`src/rtl/iodev_pkg.sv`:
```
package iodev_pkg;

    localparam int DATA_W = 16;
    localparam int CHAN_W = 6;

    typedef enum logic [1:0] {
        RSEL_NONE = 2'd0,
        RSEL_A    = 2'd1,
        RSEL_B    = 2'd2,
        RSEL_C    = 2'd3
    } rsel_e;

    typedef enum logic [1:0] {
        SIG_NONE  = 2'd0,
        SIG_START = 2'd1,
        SIG_CLEAR = 2'd2,
        SIG_PULSE = 2'd3
    } sig_e;

    typedef enum logic [1:0] {
        TST_BUSY_SET = 2'd0,
        TST_BUSY_CLR = 2'd1,
        TST_DONE_SET = 2'd2,
        TST_DONE_CLR = 2'd3
    } tst_e;

    // Decoded bus operation, valid only for this device.
    typedef struct packed {
        logic  hit;
        logic  do_wr;
        logic  do_rd;
        rsel_e rsel;
        logic  start;
        logic  clear;
        logic  pulse;
        logic  test;
        tst_e  tsel;
    } cmd_t;

    function automatic logic test_eval(tst_e t, logic b, logic d);
        logic r;
        case (t)
            TST_BUSY_SET: r = b;
            TST_BUSY_CLR: r = !b;
            TST_DONE_SET: r = d;
            default:      r = !d;
        endcase
        return r;
    endfunction

endpackage

```
`src/rtl/iodev_decode.sv`:
```
module iodev_decode
    import iodev_pkg::*;
#(
    parameter int               CW       = 6,
    parameter logic [CW-1:0]    DEV_CHAN = 12
) (
    input  logic          valid,
    input  logic [CW-1:0] chan,
    input  logic [1:0]    rsel,
    input  logic          wr,
    input  logic [1:0]    sig,
    input  logic          test,
    input  logic [1:0]    tsel,
    output cmd_t          cmd
);
    localparam logic [CW-1:0] CPU_CHAN = {CW{1'b1}};

    logic  hit;
    rsel_e rs;
    sig_e  sg;

    always_comb begin
        hit = valid && (chan == DEV_CHAN) && (chan != CPU_CHAN);
        rs  = rsel_e'(rsel);
        sg  = sig_e'(sig);
        cmd.hit   = hit;
        cmd.rsel  = rs;
        cmd.do_wr = hit && wr && (rs != RSEL_NONE);
        cmd.do_rd = hit && !wr && (rs != RSEL_NONE);
        cmd.start = hit && (sg == SIG_START);
        cmd.clear = hit && (sg == SIG_CLEAR);
        cmd.pulse = hit && (sg == SIG_PULSE);
        cmd.test  = hit && test;
        cmd.tsel  = tst_e'(tsel);
    end
endmodule

```
`src/rtl/iodev_regfile.sv`:
```
module iodev_regfile #(
    parameter int DW   = 16,
    parameter int NREG = 3,
    localparam int IW  = $clog2(NREG + 1)
) (
    input  logic          clk,
    input  logic          rst,
    input  logic          wr_en,
    input  logic [IW-1:0] wr_idx,
    input  logic [DW-1:0] wdata,
    input  logic          rd_en,
    input  logic [IW-1:0] rd_idx,
    output logic [DW-1:0] rdata
);
    logic [DW-1:0] regs [NREG];

    // Index 0 selects nothing; register g answers to index g+1.
    for (genvar g = 0; g < NREG; g++) begin : g_reg
        always_ff @(posedge clk) begin
            if (rst)
                regs[g] <= '0;
            else if (wr_en && wr_idx == IW'(g + 1))
                regs[g] <= wdata;
        end
    end

    always_comb begin
        rdata = '0;
        for (int i = 0; i < NREG; i++)
            if (rd_en && rd_idx == IW'(i + 1))
                rdata = regs[i];
    end
endmodule

```
`src/rtl/iodev_flags.sv`:
```
module iodev_flags #(
    parameter int DW       = 16,
    parameter int MASK_BIT = 3
) (
    input  logic          clk,
    input  logic          rst,
    input  logic          io_rst,
    input  logic          start,
    input  logic          clear,
    input  logic          pulse,
    input  logic          op_done,
    input  logic          mask_wr,
    input  logic [DW-1:0] mask_data,
    input  logic          int_en,
    output logic          busy,
    output logic          done,
    output logic          irq,
    output logic          strobe
);
    logic mask_q;

    always_ff @(posedge clk) begin
        if (rst || io_rst) begin
            busy   <= 1'b0;
            done   <= 1'b0;
            mask_q <= 1'b0;
            strobe <= 1'b0;
        end else begin
            strobe <= pulse;
            if (mask_wr)
                mask_q <= mask_data[MASK_BIT];
            if (clear) begin
                busy <= 1'b0;
                done <= 1'b0;
            end else if (start) begin
                busy <= 1'b1;
                done <= 1'b0;
            end else if (op_done && busy) begin
                busy <= 1'b0;
                done <= 1'b1;
            end
        end
    end

    assign irq = done && int_en && !mask_q;
endmodule

```
`src/rtl/iodev_port.sv`:
```
module iodev_port
    import iodev_pkg::*;
#(
    parameter logic [5:0] DEV_CHAN = 6'd12,
    parameter int         MASK_BIT = 3
) (
    input  logic        clk,
    input  logic        rst,
    input  logic        bus_valid,
    input  logic [5:0]  bus_chan,
    input  logic [1:0]  bus_rsel,
    input  logic        bus_wr,
    input  logic [15:0] bus_wdata,
    input  logic [1:0]  bus_sig,
    input  logic        bus_test,
    input  logic [1:0]  bus_tsel,
    output logic [15:0] bus_rdata,
    output logic        bus_sel,
    output logic        bus_skip,
    input  logic        op_done,
    input  logic        int_en,
    input  logic        mask_wr,
    input  logic [15:0] mask_data,
    input  logic        io_rst,
    output logic        busy,
    output logic        done,
    output logic        irq,
    output logic        pulse_strobe
);
    localparam int NREG = 3;

    cmd_t cmd;

    iodev_decode #(.CW(CHAN_W), .DEV_CHAN(DEV_CHAN)) u_dec (
        .valid (bus_valid),
        .chan  (bus_chan),
        .rsel  (bus_rsel),
        .wr    (bus_wr),
        .sig   (bus_sig),
        .test  (bus_test),
        .tsel  (bus_tsel),
        .cmd   (cmd)
    );

    iodev_regfile #(.DW(DATA_W), .NREG(NREG)) u_regs (
        .clk    (clk),
        .rst    (rst),
        .wr_en  (cmd.do_wr),
        .wr_idx (cmd.rsel),
        .wdata  (bus_wdata),
        .rd_en  (cmd.do_rd),
        .rd_idx (cmd.rsel),
        .rdata  (bus_rdata)
    );

    iodev_flags #(.DW(DATA_W), .MASK_BIT(MASK_BIT)) u_flags (
        .clk       (clk),
        .rst       (rst),
        .io_rst    (io_rst),
        .start     (cmd.start),
        .clear     (cmd.clear),
        .pulse     (cmd.pulse),
        .op_done   (op_done),
        .mask_wr   (mask_wr),
        .mask_data (mask_data),
        .int_en    (int_en),
        .busy      (busy),
        .done      (done),
        .irq       (irq),
        .strobe    (pulse_strobe)
    );

    assign bus_sel  = cmd.hit;
    assign bus_skip = cmd.test && test_eval(cmd.tsel, busy, done);
endmodule

```
`config.mk`:
```
export PLATFORM = sky130hd
export DESIGN_NAME = iodev_port
export DESIGN_NICKNAME = d
export VERILOG_FILES = /design/src/rtl/iodev_pkg.sv /design/src/rtl/iodev_decode.sv /design/src/rtl/iodev_regfile.sv /design/src/rtl/iodev_flags.sv /design/src/rtl/iodev_port.sv
export SDC_FILE = /design/constraint.sdc
export NUM_CORES = 1
export LEC_CHECK = 0
export BUFFER_PORTS_ARGS = -buffer_cell sky130_fd_sc_hd__buf_2
export CAP_MARGIN = 20
export CORE_ASPECT_RATIO = 0.9
export CORE_MARGIN = 4
export CORE_UTILIZATION = 41
export CTS_CLUSTER_SIZE = 40
export DETAILED_ROUTE_END_ITERATION = 10
export PLACE_DENSITY_LB_ADDON = 0.2
export SETUP_SLACK_MARGIN = 0.3
export SYNTH_ARGS = -nofsm -noshare
export SYNTH_HDL_FRONTEND = slang
export SYNTH_SLANG_ARGS = --single-unit
```
`constraint.sdc`:
```
create_clock -name clk -period 3 [get_ports clk]
set_input_delay 0.45 -clock clk [delete_from_list [all_inputs] [get_ports clk]]
set_output_delay 0.45 -clock clk [all_outputs]
set_load 0.03 [all_outputs]
```
[After elaboration in Yosys (flattened, before gate mapping)]
Memories as Yosys holds them, arrays and structs flattened.
Index checks and enable logic that the tools add are counted.
Storage, ports and cells
  bits in registers: 4
  memory bits (writable): 48
  bits of input ports: 53
  output and inout bits: 22
  word-level logic and storage cells: 68
  memories: 1
Memory list
  u_regs.regs: words 3, width 16, read ports 3, clocked after Yosys merged registers in 0, wr ports 3, RTL line iodev_regfile.sv:15  | logic [DW-1:0] regs [NREG];
Cells by class
  equal/unequal tests: 10
  mux-type cells: 20
  bitwise operators: 3
  reduce and logical (&&, ||, !) cells: 30
Operators by type and width (number)
  two-way mux 16 bit: 6
  logical AND 1 bit: 20
  two-way mux 1 bit: 13
  == test 2 bit (second input constant): 5
  == test 2 x 1 -> 1 bit (second input constant): 3
  == test 6 x 4 -> 1 bit (second input constant): 1
  != test 6 bit (second input constant): 1
  zero test 1 bit: 4
  nonzero test 2 bit: 2
  bitwise OR 1 bit: 3
  case mux 1 bit (3 select lines): 1
  OR reduction 3 bit: 1
  zero test 2 bit: 1
  OR reduction 2 bit: 1
  logical OR 1 bit: 1

[Depth between registers and ports, before layout]
Gate-level depths: netlist (run 1).
  depth in word-level cells: 10
  gate-level depth with buffers: 5
  mapped depth without buffers: 3

[Hierarchy]
A second synthesis (run 1) with hierarchy kept.
Unflattened totals
  cells, all modules: 222
  area total of the unflattened synthesis: 2547.4 um2
Modules (own cells, without submodules)
  iodev_regfile: instances 1, cells each 184, area each 2255.9 um2, sequential area each 1441.4 um2
  iodev_flags: instances 1, cells each 15, area each 145.1 um2, sequential area each 80.1 um2
  iodev_decode: instances 1, cells each 19, area each 116.4 um2, sequential area each 0.0 um2
  iodev_port: instances 1, cells each 4, area each 30.0 um2, sequential area each 0.0 um2

[Worst setup path before layout (run 1)]
No wires, ideal clock.
  path kind: input to register
  start: input port bus_chan[5]
  end: memory u_regs.regs[2][0] (enable)
  setup time: 0.436 ns
  arrival time: 2.772 ns
  required time: 2.564 ns
  setup slack: -0.208 ns
  stages: 3
  path buffers: 1
  path through: or3b_1 -> buf_6 -> o41ai_1
RTL lines
  start: declaration: RTL line iodev_port.sv:10  | input logic [5:0] bus_chan,
  end: declaration: RTL line iodev_regfile.sv:15

[Worst setup path after layout (run 1)]
  start: input port bus_rsel[1]
  end: output port bus_rdata[13]
Between the ends
  word-level cells in the longest chain between the ends: 6
  elaborated cells between the ends (all ways): 11
  those cells by class: eq/ne: 3; mux: 3; reduce/logical: 5
RTL lines
  start: declaration: RTL line iodev_port.sv:11  | input logic [1:0] bus_rsel,
  nonzero test 2 bit: RTL line iodev_decode.sv:29  | cmd.do_rd = hit && !wr && (rs != RSEL_NONE);
  logical AND 1 bit: RTL line iodev_decode.sv:29
  logical AND 1 bit: RTL line iodev_regfile.sv:30  | if (rd_en && rd_idx == IW'(i + 1))
  two-way mux 16 bit (2 in a row): RTL line iodev_regfile.sv:30
  two-way mux 16 bit *: RTL line iodev_regfile.sv:30
  end: declaration: RTL line iodev_port.sv:17  | output logic [15:0] bus_rdata,
Mark *: on every way between the ends. The rest lies on a longest branch, timed or not.

==> run_results.csv, run 1 <==
group,metric,value,unit
run_status,outcome,"finished clean",
run,max_cap_viol_count,0,
timing,hold_viol_final,0,
die,core-area,0.00611,sq mm
power_and_ir_drop,p_seq_share,57.7,%
timing,finalSetupViolations,0,
cells_and_area,final_area,0.00310,sq mm
synthesis,synthCells,198,
worst_setup_path,critPathCapture,"bus_rdata[13]",
clocking,htree_levels,2,
min_path,hold_path.class,"in -> reg",
worst_setup_path,critPathKind,"in -> out",
clocking,cts_num_sinks,52,
timing,finClkSkew,0.0000797,ns
power_and_ir_drop,comb_power_share,8.5,%
worst_setup_path,crit_chain,"buf_2, nor2b_1, buf_4, a22oi_1, nor2_1, buf_2",
worst_setup_path,crit_required,2.55,ns
worst_setup_path,cp-start-kind,"primary input",
drt,vias_per_cell,4.87,
drt,wirelength,5270,um
min_path,holdPathStages,3,
timing,timing.hold.ws,0.381,ns
placement,dpl_cell_area,0.00299,sq mm
cells_and_area,multiInputGateArea,966,sq um
worst_setup_path,worstPathArrival,1.97,ns
drt,drc_errors,0,
timing,min_period_over_period,80.7,%
drt,drt_iter0_markers,111,
synthesis,ys_ff_latch,52,
worst_setup_path,reg2reg_from,"u_flags.busy",
cells_and_area,antenna_cells,0,
clocking,cts_resized,0,
synthesis,netlist_area,0.00257,sq mm
die,dieArea,0.00760,sq mm
synthesis,synth.distinct_cells,32,
die,initial_core_util,42.1,%
global_route,grt_use_total,14.5,%
drt,post_drt_wl_per_cell,15.0,um
global_route,grt_pass1_vias,1745,
timing,period_needed,2.42,ns
power_and_ir_drop,leakagePower,1.24,nW
synthesis,ys_seq_area_share,59.2,%
global_route,overflow,0,
clocking,clk_pin_slew_worst_paths,0.09,ns
timing,rsz0062_at_grt,"no",
cells_and_area,postLayoutCoreUtil,50.6,%
clocking,root_buffer,"clkbuf_8",
power_and_ir_drop,max-vdd-ir-drop,0.263,mV
drt,ant_nets,0,
drt,vias,1709,
clocking,post_cts_buffers,0,
power_and_ir_drop,internal_power,1.13,mW
die,rows,27,
power_and_ir_drop,pwr-share-clk,33.8,%
cells_and_area,drive_gt1_share,38.3,%
global_route,grt_pass1_wl,8550,um
cells_and_area,register_area,0.00152,sq mm
power_and_ir_drop,p_sw_share,21.5,%
power_and_ir_drop,powerDensity,465,mW/mm^2
worst_setup_path,cp-startpoint,"bus_rsel[1]",
die,die_h,83.1,um
worst_setup_path,end_kind,"output port",
cells_and_area,nets,316,
synthesis,synth-edff-count,48,
synthesis,yosysWarnings,0,
timing,slew_headroom,63.8,%
placement,dpl.hpwl,3610,um
worst_setup_path,r2r_end,"u_flags.busy",
timing,drv_slew,0,
synthesis,syn_nets,251,
worst_setup_path,max_stage_delay,0.42,ns
clocking,hold_buffers,0,
worst_setup_path,cp_slowest_cell,"nor2b_1",
global_route,grt_max_degree,21,
clocking,cts_tree,"yes",
timing,tightest_slew,0.540,ns
worst_setup_path,r2r_slack,2.01,ns
clocking,clkLatencyLatePin,0.30,ns
worst_setup_path,r2r_cells,3,
placement,globalplace.congestion,0.712,
global_route,antenna_found_initial,0,
timing,finalSetupTns,0,ns
synthesis,synthArstFlopShare,0,%
synthesis,yosys_most_used_dff,"edfxtp_1",
power_and_ir_drop,p_sw,309,uW
clocking,max-clock-path-buffers,2,
worst_setup_path,critPathMaxFanout,20,
clocking,cts_buffers,5,
worst_setup_path,crit_top_cell,"buf_2",
die,fp.dieW,91.5,um
cells_and_area,n_fill_cell,581,
synthesis,syn_avg_cell_area,13.0,sq um
cells_and_area,area_growth,20.4,%
placement,port_buffers,59,
die,ios,75,
drt,first_pass_iters,4,
timing,fmax,0.413,GHz
worst min-delay path by stage:
| stage | start | endpoint | slack [ns] |
|---|---|---|---|
| 3_3_place_gp | u_flags.mask_q | u_flags.mask_q | 0.48 |
| 3_5_place_dp | u_flags.mask_q | u_flags.mask_q | 0.48 |
| 6_report | mask_data[3] | u_flags.mask_q | 0.38 |
| 2_1_floorplan | u_flags.mask_q | u_flags.mask_q | 0.46 |
| 5_1_grt | mask_data[3] | u_flags.mask_q | 0.40 |
| 4_1_cts | mask_data[3] | u_flags.mask_q | 0.38 |
stage by stage:
step           worst slack [ns]  std cells  total power [mW]
2_1_floorplan            -0.208        198             0.918
3_3_place_gp              0.530        343             0.968
3_5_place_dp              0.541        343             0.971
4_1_cts                   0.532        351              1.45
5_1_grt                   0.370        351              1.50
6_report                  0.580        351              1.44
cells in the final DEF (no fill, tap or decap), drive strengths merged, types with 2 or more instances in the layout:
master	synthesis	routed
inv	3	4
dfxtp	4	4
mux2	16	16
nor4	4	4
a22oi	16	16
clkbuf	3	6
nand2	4	4
nor2b	2	2
o41ai	3	3
nand2b	3	3
mux2i	2	2
a21oi	2	2
buf	9	70
and2	48	48
nor2	19	19
edfxtp	48	48
synthesized netlist by cell type, types with 2 or more instances:
cell type | number | area share, %
a21oi_1 | 2 | 0.39
a22oi_1 | 16 | 4.7
and2_1 | 48 | 12
buf_6 | 6 | 2.6
clkbuf_1 | 3 | 0.44
dfxtp_1 | 4 | 3.1
edfxtp_1 | 48 | 56
inv_1 | 3 | 0.44
mux2_2 | 16 | 7.0
mux2i_1 | 2 | 0.78
nand2_1 | 4 | 0.58
nand2b_1 | 3 | 0.73
nor2_1 | 19 | 2.8
nor2b_1 | 2 | 0.49
nor4_4 | 3 | 2.5
o41ai_1 | 3 | 1.0
power by group through the flow:
| stage | registers [mW] | logic, mW | clock network [mW] |
|---|---|---|---|
| floorplan | 0.845 | 0.0727 | 0 |
| global placement | 0.844 | 0.124 | 0 |
| detailed placement | 0.846 | 0.124 | 0 |
| CTS | 0.830 | 0.125 | 0.499 |
| global route | 0.833 | 0.138 | 0.531 |
| finish | 0.829 | 0.122 | 0.487 |
logic make-up after synthesis:
group	count (synthesis)	share of synthesized area [%]
and+or+nand+nor	87	21.3
DFF	52	59.2
AOI/OAI and AO/OA	24	6.91
muxes	18	7.79
buffers and inverters	15	4.14
xor gates and xnor gates	2	0.681
flip-flops by register name, summed over array words and instances (netlist names):
signal	cells
u_flags.mask_q	1
u_regs.regs	48
u_flags.busy	1
u_flags.strobe	1
u_flags.done	1
critical path: cells and delay by family:
kind,cells,cell delay (ns)
compound gates,1,0.12
buf+inv,3,0.88
simple gates,2,0.52
area by class of cell:
type	count	share of cell area (%)
Multi-Input combinational cell	131	31.2
Inverter	3	0.364
Tap cell	87	3.52
Clock buffer	6	2.34
Clock inverter	2	1.25
Timing Repair Buffer	70	12.2
Sequential cell	52	49.1
per-layer routing:
metal  part of all wire, %  wire (um)  global-route usage (%)
met5                     0          0                       0
met4                   1.5         79                    5.75
met3                   5.3        278                    3.17
met2                    48       2520                    23.7
met1                    45       2390                    18.7
Power figures use the tool's default switching activity.
==> run 2: changes to the inputs <==
--- a/config.mk
+++ b/config.mk
@@ -5,6 +5,7 @@
 export SDC_FILE = /design/constraint.sdc
 export NUM_CORES = 1
 export LEC_CHECK = 0
+export ABC_AREA = 1
 export BUFFER_PORTS_ARGS = -buffer_cell sky130_fd_sc_hd__buf_2
 export CAP_MARGIN = 20
 export CORE_ASPECT_RATIO = 0.9
==> constraint.sdc (replaced) <==
create_clock -name clk -period 2.3 [get_ports clk]
set_input_delay 0.345 -clock clk [delete_from_list [all_inputs] [get_ports clk]]
set_output_delay 0.345 -clock clk [all_outputs]
set_load 0.03 [all_outputs]
==> run_results.csv, run 2 <==
group,metric,value,unit
die,ios,75,
synthesis,synth_area_leaders,"edfxtp_1 57%, nor2_1 7.5%, nand4_1 5.9%, inv_1 3.2%, dfxtp_1 3.1%",
global_route,overflow,0,
clocking,root_buffer,"clkbuf_8",
clocking,post_cts_buffers,0,
cells_and_area,nets,360,
min_path,hp-start,"io_rst",
worst_setup_path,end_kind,"output port",
timing,drv_slew,0,
drt,post_drt_wl_per_cell,15.3,um
clocking,cts_buffers,5,
drt,drc_errors,0,
worst_setup_path,max_stage_delay,0.21,ns
synthesis,syn_nets,293,
global_route,grt_use_total,16.1,%
cells_and_area,area_growth,21.3,%
clocking,max-clock-path-buffers,2,
timing,hold_viol_final,0,
synthesis,yosys-top-cells-count,"51 x nor2_1, 48 x edfxtp_1, 24 x nand4_1",
worst_setup_path,crit_chain,"buf_2, inv_2, a21oi_4, buf_4, nand4_1, a21oi_2, clkbuf_4",
timing,finalSetupTns,0,ns
clocking,hold_buffers,0,
timing,timing.hold.ws,0.210,ns
timing,min_period_over_period,81.5,%
drt,vias,1940,
synthesis,ys_ff_latch,52,
timing,fmax,0.534,GHz
power_and_ir_drop,leakagePower,1.30,nW
global_route,grt_max_degree,23,
global_route,grt_pass1_vias,1913,
cells_and_area,register_area,0.00152,sq mm
global_route,grt_pass1_wl,9230,um
worst_setup_path,crit_required,1.96,ns
die,initial_core_util,43.5,%
worst_setup_path,reg2reg_from,"u_flags.busy",
clocking,cts_num_sinks,52,
placement,dpl.hpwl,3890,um
drt,drt_iter0_markers,116,
run_status,outcome,"finished clean",
power_and_ir_drop,finalPower,1.86,mW
min_path,hold_path.class,"in -> reg",
die,die_h,82.7,um
timing,rsz0062_at_grt,"no",
worst_setup_path,critPathKind,"in -> out",
worst_setup_path,worstPathArrival,1.53,ns
power_and_ir_drop,powerDensity,602,mW/mm^2
synthesis,synthArstFlopShare,0,%
run,max_cap_viol_count,0,
clocking,clk_pin_slew_worst_paths,0.09,ns
cells_and_area,final_common_cell,"buf_2",
power_and_ir_drop,max-vdd-ir-drop,0.386,mV
timing,finalSetupViolations,0,
synthesis,synth_top_cell_area_share,56.6,%
clocking,cts_resized,0,
worst_setup_path,r2r_slack,1.43,ns
placement,port_buffers,59,
placement,globalplace.congestion,0.747,
cells_and_area,n_fill_cell,542,
synthesis,syn_avg_cell_area,10.6,sq um
min_path,holdPathStages,2,
timing,tightest_slew,0.404,ns
min_path,holdPathEnd,"u_flags.strobe",
synthesis,synth_most_common_cell,"nor2_1",
synthesis,netlist_area,0.00254,sq mm
synthesis,ys_seq_area_share,59.8,%
drt,vias_per_cell,5.13,
cells_and_area,multiInputGateArea,833,sq um
synthesis,yosys_most_used_dff,"edfxtp_1",
drt,ant_nets,0,
synthesis,synth-edff-count,48,
cells_and_area,most-common-layout-cells,"57 x buf_2, 51 x nor2_1, 48 x edfxtp_1, 24 x nand4_1, 22 x inv_1",
synthesis,yosysWarnings,0,
clocking,clkLatencyLatePin,0.30,ns
cells_and_area,drive_gt1_share,34.7,%
clocking,cts_tree,"yes",
cells_and_area,regMostFlops,"u_regs.regs",
timing,finClkSkew,0.000106,ns
synthesis,synth.distinct_cells,28,
die,rows,26,
clocking,htree_levels,2,
cells_and_area,largest_reg_flops,48,
die,fp.dieW,91.0,um
worst_setup_path,critPathMaxFanout,10,
timing,slew_headroom,73.0,%
die,dieArea,0.00753,sq mm
drt,first_pass_iters,4,
drt,wirelength,5770,um
synthesis,synthCells,240,
global_route,antenna_found_initial,0,
synthesis,synth_top_area_cell,"edfxtp_1",
die,core-area,0.00586,sq mm
cells_and_area,antenna_cells,0,
timing,period_needed,1.87,ns
worst_setup_path,r2r_end,"u_flags.busy",
worst_setup_path,r2r_cells,3,
worst_setup_path,cp_slowest_cell,"clkbuf_4",
worst_setup_path,cp-start-kind,"primary input",
## run 2: cell count changes after synthesis, sizes merged, moves of 8 or more
| cell | delta |
|---|---|
| a21oi | +10 |
| a22oi | -16 |
| inv | +23 |
| mux2 | -16 |
| nand3 | +11 |
| nand4 | +26 |
| and2 | -48 |
| nor2 | +45 |
| o2111ai | +8 |
| nand2 | +15 |
## run 2: worst max-delay path, delay by kind of cell
kind,cells,cell delay [ns]
AOI/OAI and AO/OA,2,0.38
buffers and inverters,4,0.66
and+or+nand+nor,1,0.12
## run 2: area by class of cell
cell class | count | share of cell area, %
clock buffers | 5 | 2.23
clock inverters | 3 | 1.54
inverters | 27 | 3.32
multi-input cells | 149 | 27.0
flip-flops and latches | 52 | 49.3
well taps | 70 | 2.84
repair buffers | 72 | 13.8
## run 2: through the flow
| stage | cell area (sq um) | setup slack, ns | util (%) | instances |
|---|---|---|---|---|
| after floorplan | 2550 | 0.406 | - | 240 |
| after global placement | 2960 | 0.409 | 50.5 | 370 |
| after detailed placement | 2960 | 0.394 | 50.5 | 370 |
| after CTS | 3080 | 0.385 | 52.5 | 378 |
| after global routing | 3090 | 0.315 | 52.7 | 378 |
| final | 3090 | 0.426 | 52.7 | 378 |
## run 2: worst max-delay path by stage
stage	from	end	slack (ns)	cells after the start
2_1_floorplan	bus_valid	u_regs.regs[2][0]	0.41	6
3_3_place_gp	bus_rsel[1]	bus_rdata[8]	0.41	7
3_5_place_dp	bus_rsel[1]	bus_rdata[8]	0.39	7
4_1_cts	bus_rsel[1]	bus_rdata[8]	0.38	7
5_1_grt	bus_rsel[1]	bus_rdata[8]	0.31	7
6_report	bus_rsel[1]	bus_rdata[8]	0.43	7
## run 2: cell families after synthesis
logic type	synth area share [%]
compound gates	6.24
xor+xnor	0.344
buf+inv	7.82
flops	59.8
simple gates	25.8
## run 2: layer usage
| layer | routed length, um | share of wire (%) | GRT usage (%) |
|---|---|---|---|
| met4 | 50 | 0.87 | 5.27 |
| met5 | 0 | 0 | 0 |
| met1 | 2640 | 46 | 20.1 |
| met2 | 2720 | 47 | 27.7 |
| met3 | 358 | 6.2 | 4.08 |
## run 2: power by group
part	total, mW	internal (mW)	switching, mW
Clock	0.638	0.328	0.310
Combinational	0.138	0.0474	0.0909
Sequential	1.08	1.07	0.0120
Total	1.86	1.45	0.413
